[src/rtl/can_fp_pkg.sv]
package can_fp_pkg;
  localparam int BID_W        = 11;
  localparam int EXT_W        = 18;
  localparam int ID_W         = BID_W + EXT_W;
  localparam int DLC_W        = 4;
  localparam int CRC_W        = 15;
  localparam int MAX_BYTES    = 8;
  // bit positions the decode depends on
  localparam int BID_END      = 11;
  localparam int SUB_POS      = 12;
  localparam int IDE_POS      = 13;
  localparam int BASE_DLC_END = 18;
  localparam int EXT_END      = 31;
  localparam int EXT_RTR_POS  = 32;
  localparam int EXT_DLC_END  = 38;
  // trailer offsets past the last data bit
  localparam int OFF_CRC_END  = CRC_W;
  localparam int OFF_CRC_DLM  = CRC_W + 1;
  localparam int OFF_ACK      = CRC_W + 2;
  localparam int OFF_ACK_DLM  = CRC_W + 3;
  localparam int OFF_EOF_BEG  = CRC_W + 4;
  localparam int OFF_EOF_END  = CRC_W + 10;

  typedef struct packed {
    logic [ID_W-1:0]  id;
    logic             ide;
    logic             rtr;
    logic             srr;
    logic [DLC_W-1:0] dlc;
  } hdr_t;
endpackage

[src/rtl/can_fp_hdr.sv]
module can_fp_hdr
  import can_fp_pkg::*;
#(
  parameter int IDX_W = 8
) (
  input  logic             clk_i,
  input  logic             rst_ni,
  input  logic             sof_i,
  input  logic             stb_i,
  input  logic [IDX_W-1:0] idx_i,
  input  logic             bit_i,
  output hdr_t             hdr_o,
  output logic             hdr_stb_o,
  output logic             known_o,
  output logic [IDX_W-1:0] last_o
);
  logic [EXT_W-2:0] sh_q;
  logic [BID_W-1:0] bid_q;
  logic [EXT_W-1:0] ext_q;
  logic             b12_q, ide_q, rtr_q, known_q, hstb_q;
  logic [IDX_W-1:0] last_q;
  hdr_t             hdr_q;

  logic [IDX_W-1:0] dlc_end, n_bytes, last_new;
  logic [DLC_W-1:0] dlc_new;

  assign dlc_new = {sh_q[DLC_W-2:0], bit_i};
  assign dlc_end = ide_q ? IDX_W'(EXT_DLC_END) : IDX_W'(BASE_DLC_END);

  always_comb begin
    n_bytes = (dlc_new > DLC_W'(MAX_BYTES)) ? IDX_W'(MAX_BYTES) : IDX_W'(dlc_new);
    if (rtr_q) n_bytes = '0;  // remote: no data field
    last_new = dlc_end + (n_bytes << 3);
  end

  always_ff @(posedge clk_i or negedge rst_ni) begin
    if (!rst_ni) begin
      sh_q <= '0; bid_q <= '0; ext_q <= '0;
      b12_q <= 1'b0; ide_q <= 1'b0; rtr_q <= 1'b0;
      known_q <= 1'b0; hstb_q <= 1'b0;
      last_q <= '0; hdr_q <= '0;
    end else begin
      hstb_q <= 1'b0;
      if (sof_i) begin
        known_q <= 1'b0;
        ide_q   <= 1'b0;
        rtr_q   <= 1'b0;
      end else if (stb_i && !known_q) begin
        sh_q <= {sh_q[EXT_W-3:0], bit_i};
        if (idx_i == IDX_W'(BID_END)) bid_q <= {sh_q[BID_W-2:0], bit_i};
        if (idx_i == IDX_W'(SUB_POS)) b12_q <= bit_i;
        if (idx_i == IDX_W'(IDE_POS)) begin
          ide_q <= bit_i;
          if (!bit_i) rtr_q <= b12_q;
        end
        if (ide_q && idx_i == IDX_W'(EXT_END))     ext_q <= {sh_q, bit_i};
        if (ide_q && idx_i == IDX_W'(EXT_RTR_POS)) rtr_q <= bit_i;
        if (idx_i == dlc_end) begin
          known_q   <= 1'b1;
          hstb_q    <= 1'b1;
          last_q    <= last_new;
          hdr_q.ide <= ide_q;
          hdr_q.rtr <= rtr_q;
          hdr_q.srr <= ide_q & b12_q;
          hdr_q.dlc <= dlc_new;
          hdr_q.id  <= ide_q ? {bid_q, ext_q} : ID_W'(bid_q);
        end
      end
    end
  end

  assign hdr_o     = hdr_q;
  assign hdr_stb_o = hstb_q;
  assign known_o   = known_q;
  assign last_o    = last_q;

  AST_HDR_ONCE: assert property (@(posedge clk_i) disable iff (!rst_ni)
    hdr_stb_o |=> !hdr_stb_o);
endmodule

[src/rtl/can_fp_data.sv]
module can_fp_data #(
  parameter int IDX_W = 8,
  parameter int BYTES = 8,
  localparam int BN_W = $clog2(BYTES)
) (
  input  logic             clk_i,
  input  logic             rst_ni,
  input  logic             sof_i,
  input  logic             stb_i,
  input  logic [IDX_W-1:0] idx_i,
  input  logic             bit_i,
  input  logic             known_i,
  input  logic [IDX_W-1:0] last_i,
  output logic [7:0]       byte_o,
  output logic             stb_o,
  output logic [BN_W-1:0]  num_o
);
  logic [6:0]      sh_q;
  logic [2:0]      cnt_q;
  logic [BN_W-1:0] nxt_q, num_q;
  logic [7:0]      byte_q;
  logic            bstb_q, in_data;

  assign in_data = stb_i && known_i && (idx_i <= last_i);

  always_ff @(posedge clk_i or negedge rst_ni) begin
    if (!rst_ni) begin
      sh_q <= '0; cnt_q <= '0; nxt_q <= '0; num_q <= '0;
      byte_q <= '0; bstb_q <= 1'b0;
    end else begin
      bstb_q <= 1'b0;
      if (sof_i) begin
        cnt_q <= '0;
        nxt_q <= '0;
      end else if (in_data) begin
        sh_q  <= {sh_q[5:0], bit_i};
        cnt_q <= cnt_q + 3'd1;
        if (cnt_q == 3'd7) begin
          byte_q <= {sh_q, bit_i};
          bstb_q <= 1'b1;
          num_q  <= nxt_q;
          nxt_q  <= nxt_q + 1'b1;
        end
      end
    end
  end

  assign byte_o = byte_q;
  assign stb_o  = bstb_q;
  assign num_o  = num_q;

  AST_DATA_AFTER_HDR: assert property (@(posedge clk_i) disable iff (!rst_ni)
    stb_o |-> known_i);
endmodule

[src/rtl/can_fp_tail.sv]
module can_fp_tail
  import can_fp_pkg::*;
#(
  parameter int IDX_W = 8
) (
  input  logic             clk_i,
  input  logic             rst_ni,
  input  logic             sof_i,
  input  logic             stb_i,
  input  logic [IDX_W-1:0] idx_i,
  input  logic             bit_i,
  input  logic             known_i,
  input  logic [IDX_W-1:0] last_i,
  output logic [CRC_W-1:0] crc_o,
  output logic             crc_stb_o,
  output logic             ack_o,
  output logic             eof_o,
  output logic             err_o,
  output logic             kill_o
);
  logic [CRC_W-2:0] sh_q;
  logic [CRC_W-1:0] crc_q;
  logic             cstb_q, ack_q, eof_q, err_q, seen_q;
  logic [IDX_W-1:0] off;
  logic             in_tail, must_rec, bad, fin;

  assign off      = idx_i - last_i;
  assign in_tail  = stb_i && known_i && (idx_i > last_i);
  assign must_rec = (off == IDX_W'(OFF_CRC_DLM)) || (off == IDX_W'(OFF_ACK_DLM)) ||
                    ((off >= IDX_W'(OFF_EOF_BEG)) && (off <= IDX_W'(OFF_EOF_END)));
  assign bad      = in_tail && must_rec && !bit_i;
  assign fin      = in_tail && bit_i && (off == IDX_W'(OFF_EOF_END));
  assign kill_o   = bad || fin;

  always_ff @(posedge clk_i or negedge rst_ni) begin
    if (!rst_ni) begin
      sh_q <= '0; crc_q <= '0; cstb_q <= 1'b0; ack_q <= 1'b0;
      eof_q <= 1'b0; err_q <= 1'b0; seen_q <= 1'b0;
    end else begin
      cstb_q <= 1'b0;
      eof_q  <= fin;
      err_q  <= bad;
      if (sof_i) begin
        seen_q <= 1'b0;
      end else if (in_tail) begin
        sh_q <= {sh_q[CRC_W-3:0], bit_i};
        if (off == IDX_W'(OFF_CRC_END)) begin
          crc_q  <= {sh_q, bit_i};
          cstb_q <= 1'b1;
          seen_q <= 1'b1;
        end
        if (off == IDX_W'(OFF_ACK)) ack_q <= !bit_i;
      end
    end
  end

  assign crc_o     = crc_q;
  assign crc_stb_o = cstb_q;
  assign ack_o     = ack_q;
  assign eof_o     = eof_q;
  assign err_o     = err_q;

  AST_EOF_NEEDS_CRC: assert property (@(posedge clk_i) disable iff (!rst_ni)
    eof_o |-> seen_q);
  AST_EOF_ERR_EXCL: assert property (@(posedge clk_i) disable iff (!rst_ni)
    !(eof_o && err_o));
endmodule

[src/rtl/can_field_parser.sv]
module can_field_parser
  import can_fp_pkg::*;
#(
  parameter int IDX_W = 8
) (
  input  logic             clk_i,
  input  logic             rst_ni,
  input  logic             bit_valid_i,
  input  logic [IDX_W-1:0] bit_idx_i,
  input  logic             bit_val_i,
  output logic             hdr_stb_o,
  output logic [28:0]      id_o,
  output logic             ide_o,
  output logic             rtr_o,
  output logic             srr_o,
  output logic [3:0]       dlc_o,
  output logic [7:0]       byte_o,
  output logic             byte_stb_o,
  output logic [2:0]       byte_num_o,
  output logic [14:0]      crc_o,
  output logic             crc_stb_o,
  output logic             ack_o,
  output logic             eof_o,
  output logic             form_err_o
);
  logic             act_q, sof_err_q;
  logic             sof_hit, stb, known, kill, tail_err;
  logic [IDX_W-1:0] last;
  hdr_t             hdr;

  assign sof_hit = bit_valid_i && (bit_idx_i == '0);
  assign stb     = bit_valid_i && act_q && (bit_idx_i != '0);

  always_ff @(posedge clk_i or negedge rst_ni) begin
    if (!rst_ni) begin
      act_q     <= 1'b0;
      sof_err_q <= 1'b0;
    end else begin
      sof_err_q <= sof_hit && bit_val_i;
      if (sof_hit)          act_q <= !bit_val_i;
      else if (stb && kill) act_q <= 1'b0;
    end
  end

  can_fp_hdr #(.IDX_W(IDX_W)) u_hdr (
    .clk_i, .rst_ni, .sof_i(sof_hit), .stb_i(stb), .idx_i(bit_idx_i),
    .bit_i(bit_val_i), .hdr_o(hdr), .hdr_stb_o, .known_o(known), .last_o(last)
  );

  can_fp_data #(.IDX_W(IDX_W), .BYTES(MAX_BYTES)) u_data (
    .clk_i, .rst_ni, .sof_i(sof_hit), .stb_i(stb), .idx_i(bit_idx_i),
    .bit_i(bit_val_i), .known_i(known), .last_i(last),
    .byte_o, .stb_o(byte_stb_o), .num_o(byte_num_o)
  );

  can_fp_tail #(.IDX_W(IDX_W)) u_tail (
    .clk_i, .rst_ni, .sof_i(sof_hit), .stb_i(stb), .idx_i(bit_idx_i),
    .bit_i(bit_val_i), .known_i(known), .last_i(last),
    .crc_o, .crc_stb_o, .ack_o, .eof_o, .err_o(tail_err), .kill_o(kill)
  );

  assign id_o       = hdr.id;
  assign ide_o      = hdr.ide;
  assign rtr_o      = hdr.rtr;
  assign srr_o      = hdr.srr;
  assign dlc_o      = hdr.dlc;
  assign form_err_o = sof_err_q | tail_err;

  AST_SOF_REJECT: assert property (@(posedge clk_i) disable iff (!rst_ni)
    (bit_valid_i && bit_idx_i == '0 && bit_val_i) |=> form_err_o);
  AST_REMOTE_NO_DATA: assert property (@(posedge clk_i) disable iff (!rst_ni)
    byte_stb_o |-> !rtr_o);
  AST_END_EXCL: assert property (@(posedge clk_i) disable iff (!rst_ni)
    !(eof_o && form_err_o));
endmodule

[config.mk]
export PLATFORM = sky130hd
export DESIGN_NAME = can_field_parser
export DESIGN_NICKNAME = d
export VERILOG_FILES = /design/src/rtl/can_fp_pkg.sv /design/src/rtl/can_fp_hdr.sv /design/src/rtl/can_fp_data.sv /design/src/rtl/can_fp_tail.sv /design/src/rtl/can_field_parser.sv
export SDC_FILE = /design/constraint.sdc
export NUM_CORES = 1
export LEC_CHECK = 0
export ABC_CLOCK_PERIOD_IN_PS = 3750
export BUFFER_PORTS_ARGS = -buffer_cell sky130_fd_sc_hd__buf_2
export CAP_MARGIN = 10
export CORE_AREA = 10 10 126 128
export CTS_BUF_LIST = sky130_fd_sc_hd__clkbuf_8
export DETAILED_ROUTE_END_ITERATION = 10
export DIE_AREA = 0 0 136 138
export HOLD_SLACK_MARGIN = 0.06
export PLACE_DENSITY = 0.7
export SETUP_SLACK_MARGIN = 0.2
export SLEW_MARGIN = 15
export SYNTH_ARGS = -nofsm -noshare
export SYNTH_HDL_FRONTEND = slang
export SYNTH_SLANG_ARGS = --single-unit
[constraint.sdc]
create_clock -name clk_i -period 3.75 [get_ports clk_i]
set_input_delay 0.1875 -clock clk_i [delete_from_list [all_inputs] [get_ports clk_i]]
set_output_delay 0.1875 -clock clk_i [all_outputs]
set_load 0.005 [all_outputs]
Word-level counts from Yosys, hierarchy flattened --
Index checks and enable logic that the tools add are counted.
Cells by class: shift-type cells 0, add/sub/neg operators 4, equality and inequality tests 13, multiplexer cells 31, multiply operators 0, magnitude comparators 5, reduce and logical (&&, ||, !) cells 44, bitwise operators 3, divide/modulo/power cells 0
Operators by type and width (count):
- $eq 8x5->1 const B | 5
- $eq 8x4->1 const B | 4
- $mux 29 | 1
- $reduce_and 3->1 | 8
- $mux 1 | 22
- $logic_and 1x1->1 | 16
- $mux 3 | 5
- $reduce_and 2->1 | 6
- $reduce_bool 2->1 | 6
- $add 8x8->8 | 1
- $eq 8x6->1 const B | 1
- $eq 8x8->1 | 1
- $ge 8x5->1 const B | 1
- $gt 8x8->1 | 1
- $le 8x5->1 const B | 1
- $le 8x8->1 | 1
- $logic_not 8->1 | 1
- $reduce_bool 8->1 | 1
- $sub 8x8->8 | 1
- $add 3x1->3 const B | 2
- $mux 6 | 1
- $mux 5 | 1
- $gt 4x4->1 const B | 1
- $mux 4 | 1
- 8 further kinds | 11
Word-level totals: flip-flop bits (word level) 155, latch bits 0, logic and storage cells 128, ROM bits 0, memories kept 0, RAM bits 0

Longest topological paths before layout --
Gate-level depths: netlist of the first run.
depth in word-level cells 10, mapped depth 11, mapped depth without buffers 10

By module --
From an unflattened synthesis of the first run, not the netlist that was laid out.
Unflattened totals: cell total of the unflattened synthesis 588, area total of the unflattened synthesis 7208.2 sq um
Modules (own cells, without submodules):
- can_fp_hdr | area an instance 3926.3 sq um, instances 1, sequential area each 2327.2 sq um, cells an instance 325
- can_fp_tail | area an instance 1795.5 sq um, instances 1, sequential area each 825.8 sq um, cells an instance 149
- can_fp_data | area an instance 1350.0 sq um, instances 1, sequential area each 625.6 sq um, cells an instance 100
- can_field_parser | area an instance 136.4 sq um, instances 1, sequential area each 50.0 sq um, cells an instance 14

Worst setup path after synthesis of the first run --
Ideal clock, no wire load.
path kind register to register, start point register u_hdr.last_q[1] (netlist: u_hdr.last_o[1]), end point register u_tail.crc_q[10] (netlist: u_tail.crc_o[10]), arrival time 2431 ps, library setup time 125 ps, required time 3625 ps, cell stages (with the launch flop) 11, period minus slack after synthesis 2556 ps, setup slack 1194 ps, path through dfrtp_1 > ha_1 > inv_1 > fa_1 > and2_2 > o21ai_0 > and2_0 > nor3_1 > nor4_4 > buf_6 > mux2_4
Between the ends: word-level cells in the longest chain between the ends 3, elaborated cells between the ends (all ways) 5
RTL lines:
- from (decl) | RTL line can_fp_hdr.sv:21 | logic [IDX_W-1:0] last_q;
- from (signal assigned) | RTL line can_fp_hdr.sv:61 | last_q <= last_new;
- $sub 8x8->8 / $gt 8x8->1 (equally long branches) | RTL line can_fp_tail.sv:27, can_fp_tail.sv:28
- $eq 8x4->1 / $logic_and 1x1->1 (equally long branches) | RTL line can_fp_tail.sv:47, can_fp_tail.sv:28
- $reduce_and 3->1 (no source line) (*)
- to (signal assigned) | RTL line can_fp_tail.sv:48 | crc_q <= {sh_q, bit_i};
- to (decl) | RTL line can_fp_tail.sv:22 | logic [CRC_W-1:0] crc_q;
Mark *: on every way between the ends. The rest lies on a longest branch, timed or not. A chain may end at the register's enable or synchronous reset.

Worst setup path after layout of the first run --
start point register u_hdr.last_q[1] (netlist: u_hdr.last_o[1]), end point register u_tail.crc_q[0] (netlist: u_tail.crc_o[0])
Same word-level chain as after synthesis.

==> results.md, run 1 <==
* Slowest-stage cell, CP: fa_1
* Routed wire length per instance at 16.5 um
* Power Density at 399 nW/um^2
* Initial drt markers at 221
* Total Routed Length at 13400 um
* Asr flop ratio synth at 1.00
* Post-synth top cells: dfrtp_1 (153), nand2_1 (85), mux2_2 (77)
* Clock transition at path regs at 0.08 ns
* Clock buffer depth at 2
* Grt total ovfl at 0
* Die Y at 138 um
* Post-CTS setup buffers at 0
* Worst hold margin at 0.123 ns
* Core Box Area at 13500 um^2
* H-tree depth at 4
* Final hold vios at 0
* Max_cap viols at 0
* Sequential element share of the synthesized area at 0.580
* I/O pin total at 80
* CP required at 4.08 ns
* P_int at 0.00231 W
* DIE AREA at 18800 um^2
* Share of cells above drive strength 1 at 0.350
* Max-slew violations at 0
* Yosys top cell area share at 0.580
* Final TNS setup at 0 ns
* Comb power frac at 0.049
* DP HPWL at 9460 um
* Clk Latency, worst-skew pair at 0.45 ns
* First-pass GRT wire length at 22700 um
* Rows at 43
* Peak supply drop at 223 uV
* Synth Area per Inst at 12.3 um^2
* Fin crit period at 2.70 ns
* Sw frac at 0.235
* Cell Chain, Critical Path: ha_1 > inv_1 > fa_1 > and2_2 > nor3_1 > o31a_1 > nor3_1 > nor4_4 > buf_4 > mux2_2
* Worst hold path class: input port to register
* Die Span X at 136 um
* PortBufs at 79
* Crit path buffers/inverters at 2
* Final ANT Viol Nets at 0
* Setup Viol. Count Final at 0
* Cell area after synthesis at 6610 um^2
* Sequential Power Share at 0.556
* Via-to-Cell Ratio at 5.28
* Ant diodes at 0
* Ys flop type: dfrtp_1
* Area occupied by multi-input gates at 2610 um^2
* Clk network pwr share at 0.394
* Post_cts resized at 0
* DRC viols at 0
* Starting Density at 0.489
* Worst Max-Slew Pin Slew at 0.998 ns
* Crit-path leading delay family: simple AND/OR/NAND/NOR gates
* Startpoint Class: register
* Static leakage at 3.94 nW
* CTS root buf: clkbuf_8
* Post-synth top area cell: dfrtp_1
* Number of synthesized flops with an enable pin at 0
* Post-synth net total at 564
* CTS tree: built
* Final worst-path cycle share at 0.720
* Slew HR at 0.331
* DR pass1 iterations at 4
* Crit path kind: register to register
* RSZ-0062 raised after global routing: no
* Arr. time, crit path at 3.03 ns
* Reg area at 3830 um^2
* CTS buffer count at 17
* Setup Skew at 0.00802 ns
* Max frequency at 370 MHz
* Largest net degree at the start of global routing at 99
* Status: complete, no violations
* GPL Wtd Cong at 0.894
* Initial antenna violation count at 0
* Cells after synthesis at 538
* Ys Warns at 0
* Layout Nets at 648
* Area grow syn2layout at 14.7%
* Synth Register Bits at 153
* Clock sink total at 153
* All-Layer GR Usage at 0.149
* Via Count at 4298
* Max Fanout on Critical Path at 15
* Synth area leaders: dfrtp_1 (58%), mux2_2 (13%), nand2_1 (4.8%), mux2_4 (3.4%), nand3_1 (2.3%)
* Top-count cell post-synth: dfrtp_1
* Most frequent CP cell: nor3_1
* Yosys cell types at 49
* Net Sw Power at 0.000709 W
* CP endpoint kind: register
* Vias in the first global route at 4588
* Fillers at 1173
* Max incr delay on CP at 0.41 ns
[repair_timing]
item                                   CTS  global route
hold buffers                             1             0
setup endpoints to repair                0             0
endpoints found under the hold margin   96             0
[stage by stage]
stage	power [W]	std cells	instance area [um^2]	utilization	setup slack, ns
finish	0.00302	814	7580	0.561	1.05
global placement	0.00185	782	7190	0.533	1.11
detailed placement	0.00186	782	7190	0.533	1.01
global route	0.00315	814	7580	0.561	0.811
CTS	0.00306	814	7580	0.561	1.03
floorplan	0.00179	538	6610	-	1.19
[layer usage]
layer	global-route usage	wire length [um]	part of all wire
met1	0.185	5900	0.44
met2	0.234	6500	0.48
met3	0.0457	762	0.057
met4	0.0634	240	0.018
met5	0	0	0
[cell families (layout without fill, tap and decap cells)]
group,Yosys count,in the layout,share of synthesized area
buffers and inverters,38,134,0.0265
adder cells (fa/ha/maj),14,14,0.0288
AO/OA/AOI/OAI,46,46,0.0402
AND/OR/NAND/NOR,178,178,0.135
multiplexers,105,105,0.185
XOR/XNOR,4,4,0.00530
flip-flops,153,153,0.580
[power groups by stage]
stage,combinational [W],sequential [W],clock [W]
global route,0.000175,0.00168,0.00129
CTS,0.000152,0.00168,0.00122
floorplan,0.0000833,0.00171,0
detailed placement,0.000151,0.00171,0
finish,0.000149,0.00168,0.00119
global placement,0.000142,0.00171,0
[cells in the final DEF, fill, tap and decap left out, types with 2 or more instances in the layout]
master / n
a21oi_1: 6
a31oi_1: 2
and2_1: 2
and3_1: 2
buf_2: 78
buf_4: 10
bufinv_16: 2
clkbuf_8: 18
clkinv_2: 5
clkinvlp_4: 3
dfrtp_1: 153
fa_1: 2
ha_1: 12
inv_1: 14
inv_6: 2
mux2_2: 77
mux2_4: 15
mux2i_1: 13
nand2_1: 85
nand2b_1: 6
nand3_1: 30
nand3b_1: 4
nand4b_1: 2
nor2_1: 12
nor2b_1: 3
nor3_1: 8
nor3b_1: 2
nor4_1: 4
nor4_4: 2
o211ai_1: 2
o21ai_0: 27
o31ai_1: 3
or2_2: 2
or3_1: 2
or4_4: 2
xnor2_1: 2
xor2_1: 2
[tightest hold or removal path: stages]
cell and delay, ns:
buf_2 0.19, nand2_1 0.09, nor3_1 0.05
[worst paths after layout]
path / end / depth (start not counted) / slack [ns] / startpoint
setup / recovery: u_tail.crc_o[0] / 10 / 1.05 / u_hdr.last_o[1]
hold / removal: u_tail.eof_o / 3 / 0.12 / bit_val_i
setup reg to reg: u_tail.crc_o[0] / 10 / 1.05 / u_hdr.last_o[1]
hold reg to reg: u_hdr.hdr_o[18] / 2 / 0.46 / u_hdr.hdr_o[18]
max in group asynchronous: u_hdr.sh_q[10] / 3 / 2.39 / rst_ni
min in group asynchronous: u_data.byte_o[5] / 2 / 0.38 / rst_ni
[final cells by class]
cell class	count	area share
clock inverters	13	0.0170
repair buffers	90	0.0642
well taps	180	0.0297
inverters	13	0.00644
flip-flops and latches	153	0.505
multi-input cells	347	0.345
clock buffers	18	0.0327
[sequential cells by signal, indices dropped and copies added (netlist names), 7 cells and up]
signal	count
u_tail.crc_o	15
u_data.byte_o	8
u_hdr.ext_q	18
u_data.sh_q	7
u_tail.sh_q	14
u_hdr.bid_q	11
u_hdr.last_o	7
u_hdr.sh_q	17
u_hdr.hdr_o	35
(Power assumes the default switching activity.)
==> run 2: changes to the inputs <==
Settings changed: ABC_CLOCK_PERIOD_IN_PS 3750 to 2700.
Clock period 3.75 ns to 2.7 ns, I/O delays scaled along.
==> results.md, run 2 (synthesized netlist as in run 1, its figures left out) <==
* I/O pin total at 80
* Ant diodes at 0
* Worst Slack Setup Final at 0.112 ns
* PortBufs at 79
* Grt total ovfl at 0
* RSZ-0062 raised after global routing: yes
* Max reg flops at 35
* Cell Chain, Critical Path: ha_2 > inv_2 > fa_2 > xnor2_2 > nand2b_4 > nor3b_4 > nand2_2 > nor4_4 > buf_4 > buf_12 > mux2_2
* Placed insts at 789
* Vias in the first global route at 4561
* DP HPWL at 9660 um
* DIE AREA at 18800 um^2
* Die Span X at 136 um
* Via Count at 4381
* Setup Skew at 0.0123 ns
* Slowest-stage cell, CP: fa_2
* Power Density at 572 nW/um^2
* H-tree depth at 4
* Clk Latency, worst-skew pair at 0.46 ns
* Final instance area at 7860 um^2
* RR Endpoint: u_tail.crc_o[4]
* Largest net degree at the start of global routing at 80
* First-pass GRT wire length at 22700 um
* GPL Wtd Cong at 0.834
* CP required at 3.04 ns
* Area grow syn2layout at 19.0%
* Peak supply drop at 273 uV
* R2R Path Start: u_hdr.last_o[1]
* Routed wire length per instance at 16.5 um
* Initial antenna violation count at 1
* R2R setup slack at 0.11 ns
* CTS buffer count at 17
* Commonest cells after routing, fill and taps aside: dfrtp_1 (153), nand2_1 (84), buf_2 (78)
* All-Layer GR Usage at 0.149
* Initial drt markers at 198
* Layout Nets at 661
* Worst Max-Slew Pin Slew at 0.715 ns
* Rows at 43
* Starting Density at 0.489
* Status: complete, no violations
* CTS tree: built
* Critical path endpoint: u_tail.crc_o[4]
* Static leakage at 4.07 nW
* Clock buffer depth at 2
* Share of cells above drive strength 1 at 0.373
* Non-filler cells, final at 828
* CTS root buf: clkbuf_8
* Final worst-path cycle share at 0.959
* Final hold vios at 0
* Max Fanout on Critical Path at 8
* Crit path kind: register to register
* Placed cell area at 7280 um^2
* Max frequency at 386 MHz
* Worst setup path start: u_hdr.last_o[1]
* Clock transition at path regs at 0.09 ns
* Most common cell after layout, fill and taps aside: dfrtp_1
* Max_cap viols at 0
* Worst hold margin at 0.150 ns
* Arr. time, crit path at 2.92 ns
* Final TNS setup at 0 ns
* Total Routed Length at 13700 um
* Pre-CTS setup slack at 0.0906 ns
* CP endpoint kind: register
* DR pass1 iterations at 5
* Fin crit period at 2.59 ns
* Clock sink total at 153
* Max-slew violations at 0
* Via-to-Cell Ratio at 5.29
* Slew HR at 0.523
* Die Y at 138 um
* Worst hold path class: input port to register
* DRC viols at 0
* Final ANT Viol Nets at 0
* Core Box Area at 13500 um^2
* Worst r2r path cells at 11
* Max incr delay on CP at 0.37 ns
* Startpoint Class: register
* Setup Viol. Count Final at 0
==> run 2: cell count changes in the layout (fill, tap and decap cells not counted), sizes merged <==
cell / change
clkinvlp: -1
clkinv: -3
dlygate4sd3: +3
buf: +9
clkbuf: +4
bufinv: +2
==> run 2: what timing repair did <==
action                     CTS  global route
buffers inserted             0             2
hold buffers                 4             0
gates resized for setup      0            10
hold endpoints to repair    80             0
gates cloned                 0             1
pin swaps                    0             1
setup endpoints to repair   15            39
==> run 2: final cells by class <==
type / count / area, um^2
clock inverters: 11 / 169
repair buffers: 103 / 634
fillers: 1144 / 5640
inverters: 13 / 48.8
flip-flops and latches: 153 / 3830
multi-input cells: 347 / 2670
well taps: 180 / 225
clock buffers: 21 / 289
==> run 2: worst min-delay path by stage <==
stage | cells past startpoint | endpoint | start
2_1_floorplan | 0 | act_q | rst_ni
3_3_place_gp | 1 | u_data.byte_o[6] | rst_ni
3_5_place_dp | 1 | u_data.byte_o[3] | rst_ni
4_1_cts | 3 | u_hdr.b12_q | bit_idx_i[0]
5_1_grt | 3 | u_hdr.b12_q | bit_idx_i[0]
6_report | 3 | u_hdr.b12_q | bit_idx_i[0]
==> run 2: stage by stage <==
| step | power (W) | utilization |
|---|---|---|
| floorplan | 0.00248 | - |
| CTS | 0.00455 | 0.576 |
| global placement | 0.00258 | 0.539 |
| detailed placement | 0.00259 | 0.539 |
| finish | 0.00449 | 0.582 |
| global route | 0.00468 | 0.582 |
==> run 2: routing by layer <==
| layer | global-route usage | vias to the layer above | wire length, um |
|---|---|---|---|
| met1 | 0.186 | 2188 | 5900 |
| li1 | - | 2055 | - |
| met5 | 0 | - | 13 |
| met3 | 0.0489 | 22 | 832 |
| met4 | 0.0550 | 2 | 216 |
| met2 | 0.233 | 114 | 6730 |
==> run 2: where the power goes <==
group	total, W	internal (W)	switching, W	leakage (nW)
registers	0.00233	0.00231	0.0000247	2.13
clock network	0.00194	0.00111	0.000838	0.231
logic	0.000220	0.0000824	0.000138	1.71
==> run 2: worst max-delay path: cells and delay by family, from the launching register on <==
family / cells / cell delay, ns
xor+xnor: 1 / 0.17
fa+ha+maj: 2 / 0.56
buf+inv: 3 / 0.35
flops: 1 / 0.35
mux: 1 / 0.33
simple gates: 4 / 0.71
==> run 3: changes to the inputs <==
Settings changed: SETUP_SLACK_MARGIN 0.2 to 0.4.
==> results.md, run 3 (synthesized netlist as in run 1, its figures left out) <==
* Clock sink total at 153
* Placed cell area at 7280 um^2
* R2R Path Start: u_hdr.last_o[1]
* Power Density at 569 nW/um^2
* Slew HR at 0.532
* Status: complete, no violations
* Max frequency at 385 MHz
* All-Layer GR Usage at 0.149
* Layout Nets at 663
* Worst r2r path cells at 11
* Vias in the first global route at 4567
* Final TNS setup at 0 ns
* Clock transition at path regs at 0.08 ns
* Final instance area at 7910 um^2
* CP endpoint kind: register
* GPL Wtd Cong at 0.834
* H-tree depth at 4
* Placed insts at 789
* Share of cells above drive strength 1 at 0.378
* Grt total ovfl at 0
* Via-to-Cell Ratio at 5.33
* RSZ-0062 raised after global routing: yes
* CTS tree: built
* Largest net degree at the start of global routing at 80
* Routed wire length per instance at 16.5 um
* Setup Skew at 0.0124 ns
* Fin crit period at 2.60 ns
* Most common cell after layout, fill and taps aside: dfrtp_1
* Pre-CTS setup slack at 0.0906 ns
* Worst hold path class: input port to register
* RR Endpoint: u_tail.crc_o[4]
* CTS root buf: clkbuf_8
* Area grow syn2layout at 19.7%
* Critical path endpoint: u_tail.crc_o[4]
* Arr. time, crit path at 2.94 ns
* Max reg flops at 35
* DRC viols at 0
* Initial antenna violation count at 1
* Non-filler cells, final at 831
* I/O pin total at 80
* Rows at 43
* PortBufs at 79
* Core Box Area at 13500 um^2
* Peak supply drop at 273 uV
* Overall Power at 0.00450 W
* Starting Density at 0.489
* Commonest cells after routing, fill and taps aside: dfrtp_1 (153), nand2_1 (84), buf_2 (78)
* Setup Viol. Count Final at 0
* DP HPWL at 9660 um
* DIE AREA at 18800 um^2
* Crit path kind: register to register
* CP required at 3.04 ns
* Worst Slack Setup Final at 0.0995 ns
* Max_cap viols at 0
* Die Span X at 136 um
* Max-slew violations at 0
* Die Y at 138 um
* Worst Max-Slew Pin Slew at 0.702 ns
* First-pass GRT wire length at 22700 um
* Startpoint Class: register
* Via Count at 4430
* Initial drt markers at 192
* CTS buffer count at 17
* Final hold vios at 0
* Worst setup path start: u_hdr.last_o[1]
* DR pass1 iterations at 4
* Static leakage at 4.09 nW
* Final worst-path cycle share at 0.963
* Final ANT Viol Nets at 0
* Total Routed Length at 13700 um
* R2R setup slack at 0.1 ns
* Clock buffer depth at 2
* Max Fanout on Critical Path at 8
* Clk Latency, worst-skew pair at 0.46 ns
-- run 3: area by class of cell --
type                    instances  area (um^2)
fillers                      1143         5600
flip-flops and latches        153         3830
multi-input cells             347         2680
repair buffers                105          666
clock buffers                  21          289
well taps                     180          225
clock inverters                11          169
inverters                      13         48.8
diodes                          1         2.50
-- run 3: how the worst min path moves through the flow --
stage                             from               end  cells after the start
after detailed placement        rst_ni  u_data.byte_o[3]                      1
after floorplan                 rst_ni             act_q                      0
after global routing      bit_idx_i[0]       u_hdr.b12_q                      3
final                     bit_idx_i[0]       u_hdr.b12_q                      3
after CTS                 bit_idx_i[0]       u_hdr.b12_q                      3
after global placement          rst_ni  u_data.byte_o[6]                      1
-- run 3: power by group --
group	total, W	internal [W]	switching [W]
combinational	0.000226	0.0000861	0.000139
clock	0.00194	0.00111	0.000839
sequential	0.00233	0.00231	0.0000244
total	0.00450	0.00350	0.00100
-- run 3: routing by layer --
layer  vias to the layer above  GRT usage  share of wire
li1                       2062          -              -
met1                      2215      0.186           0.42
met2                       125      0.234           0.50
met3                        26     0.0489          0.067
met4                         2     0.0550          0.018
met5                         -          0        0.00095
-- run 3: metrics by stage --
stage / hold WS [ns] / utilization
after floorplan: -0.161 / -
after global placement: 0.211 / 0.539
after detailed placement: 0.225 / 0.539
after CTS: 0.120 / 0.577
after global routing: 0.146 / 0.585
final: 0.158 / 0.585
-- run 3: worst max-delay path: stages (launching register included) --
cell and delay (ns):
dfrtp_1 0.35, ha_2 0.19, inv_2 0.04, fa_2 0.37, xnor2_2 0.17, nand2b_4 0.17
nor3b_4 0.21, nand2_2 0.10, nor4_4 0.22, buf_4 0.19, buf_12 0.13, mux2_2 0.33
-- run 3: repair_timing --
action                                  CTS  global route
setup buffers                             0             4
endpoints found under the setup margin   40            40
hold buffers                              4             0
endpoints found under the hold margin    80             0
pin swaps                                 0             1
cloned                                    0             1
resized for setup                         2            14
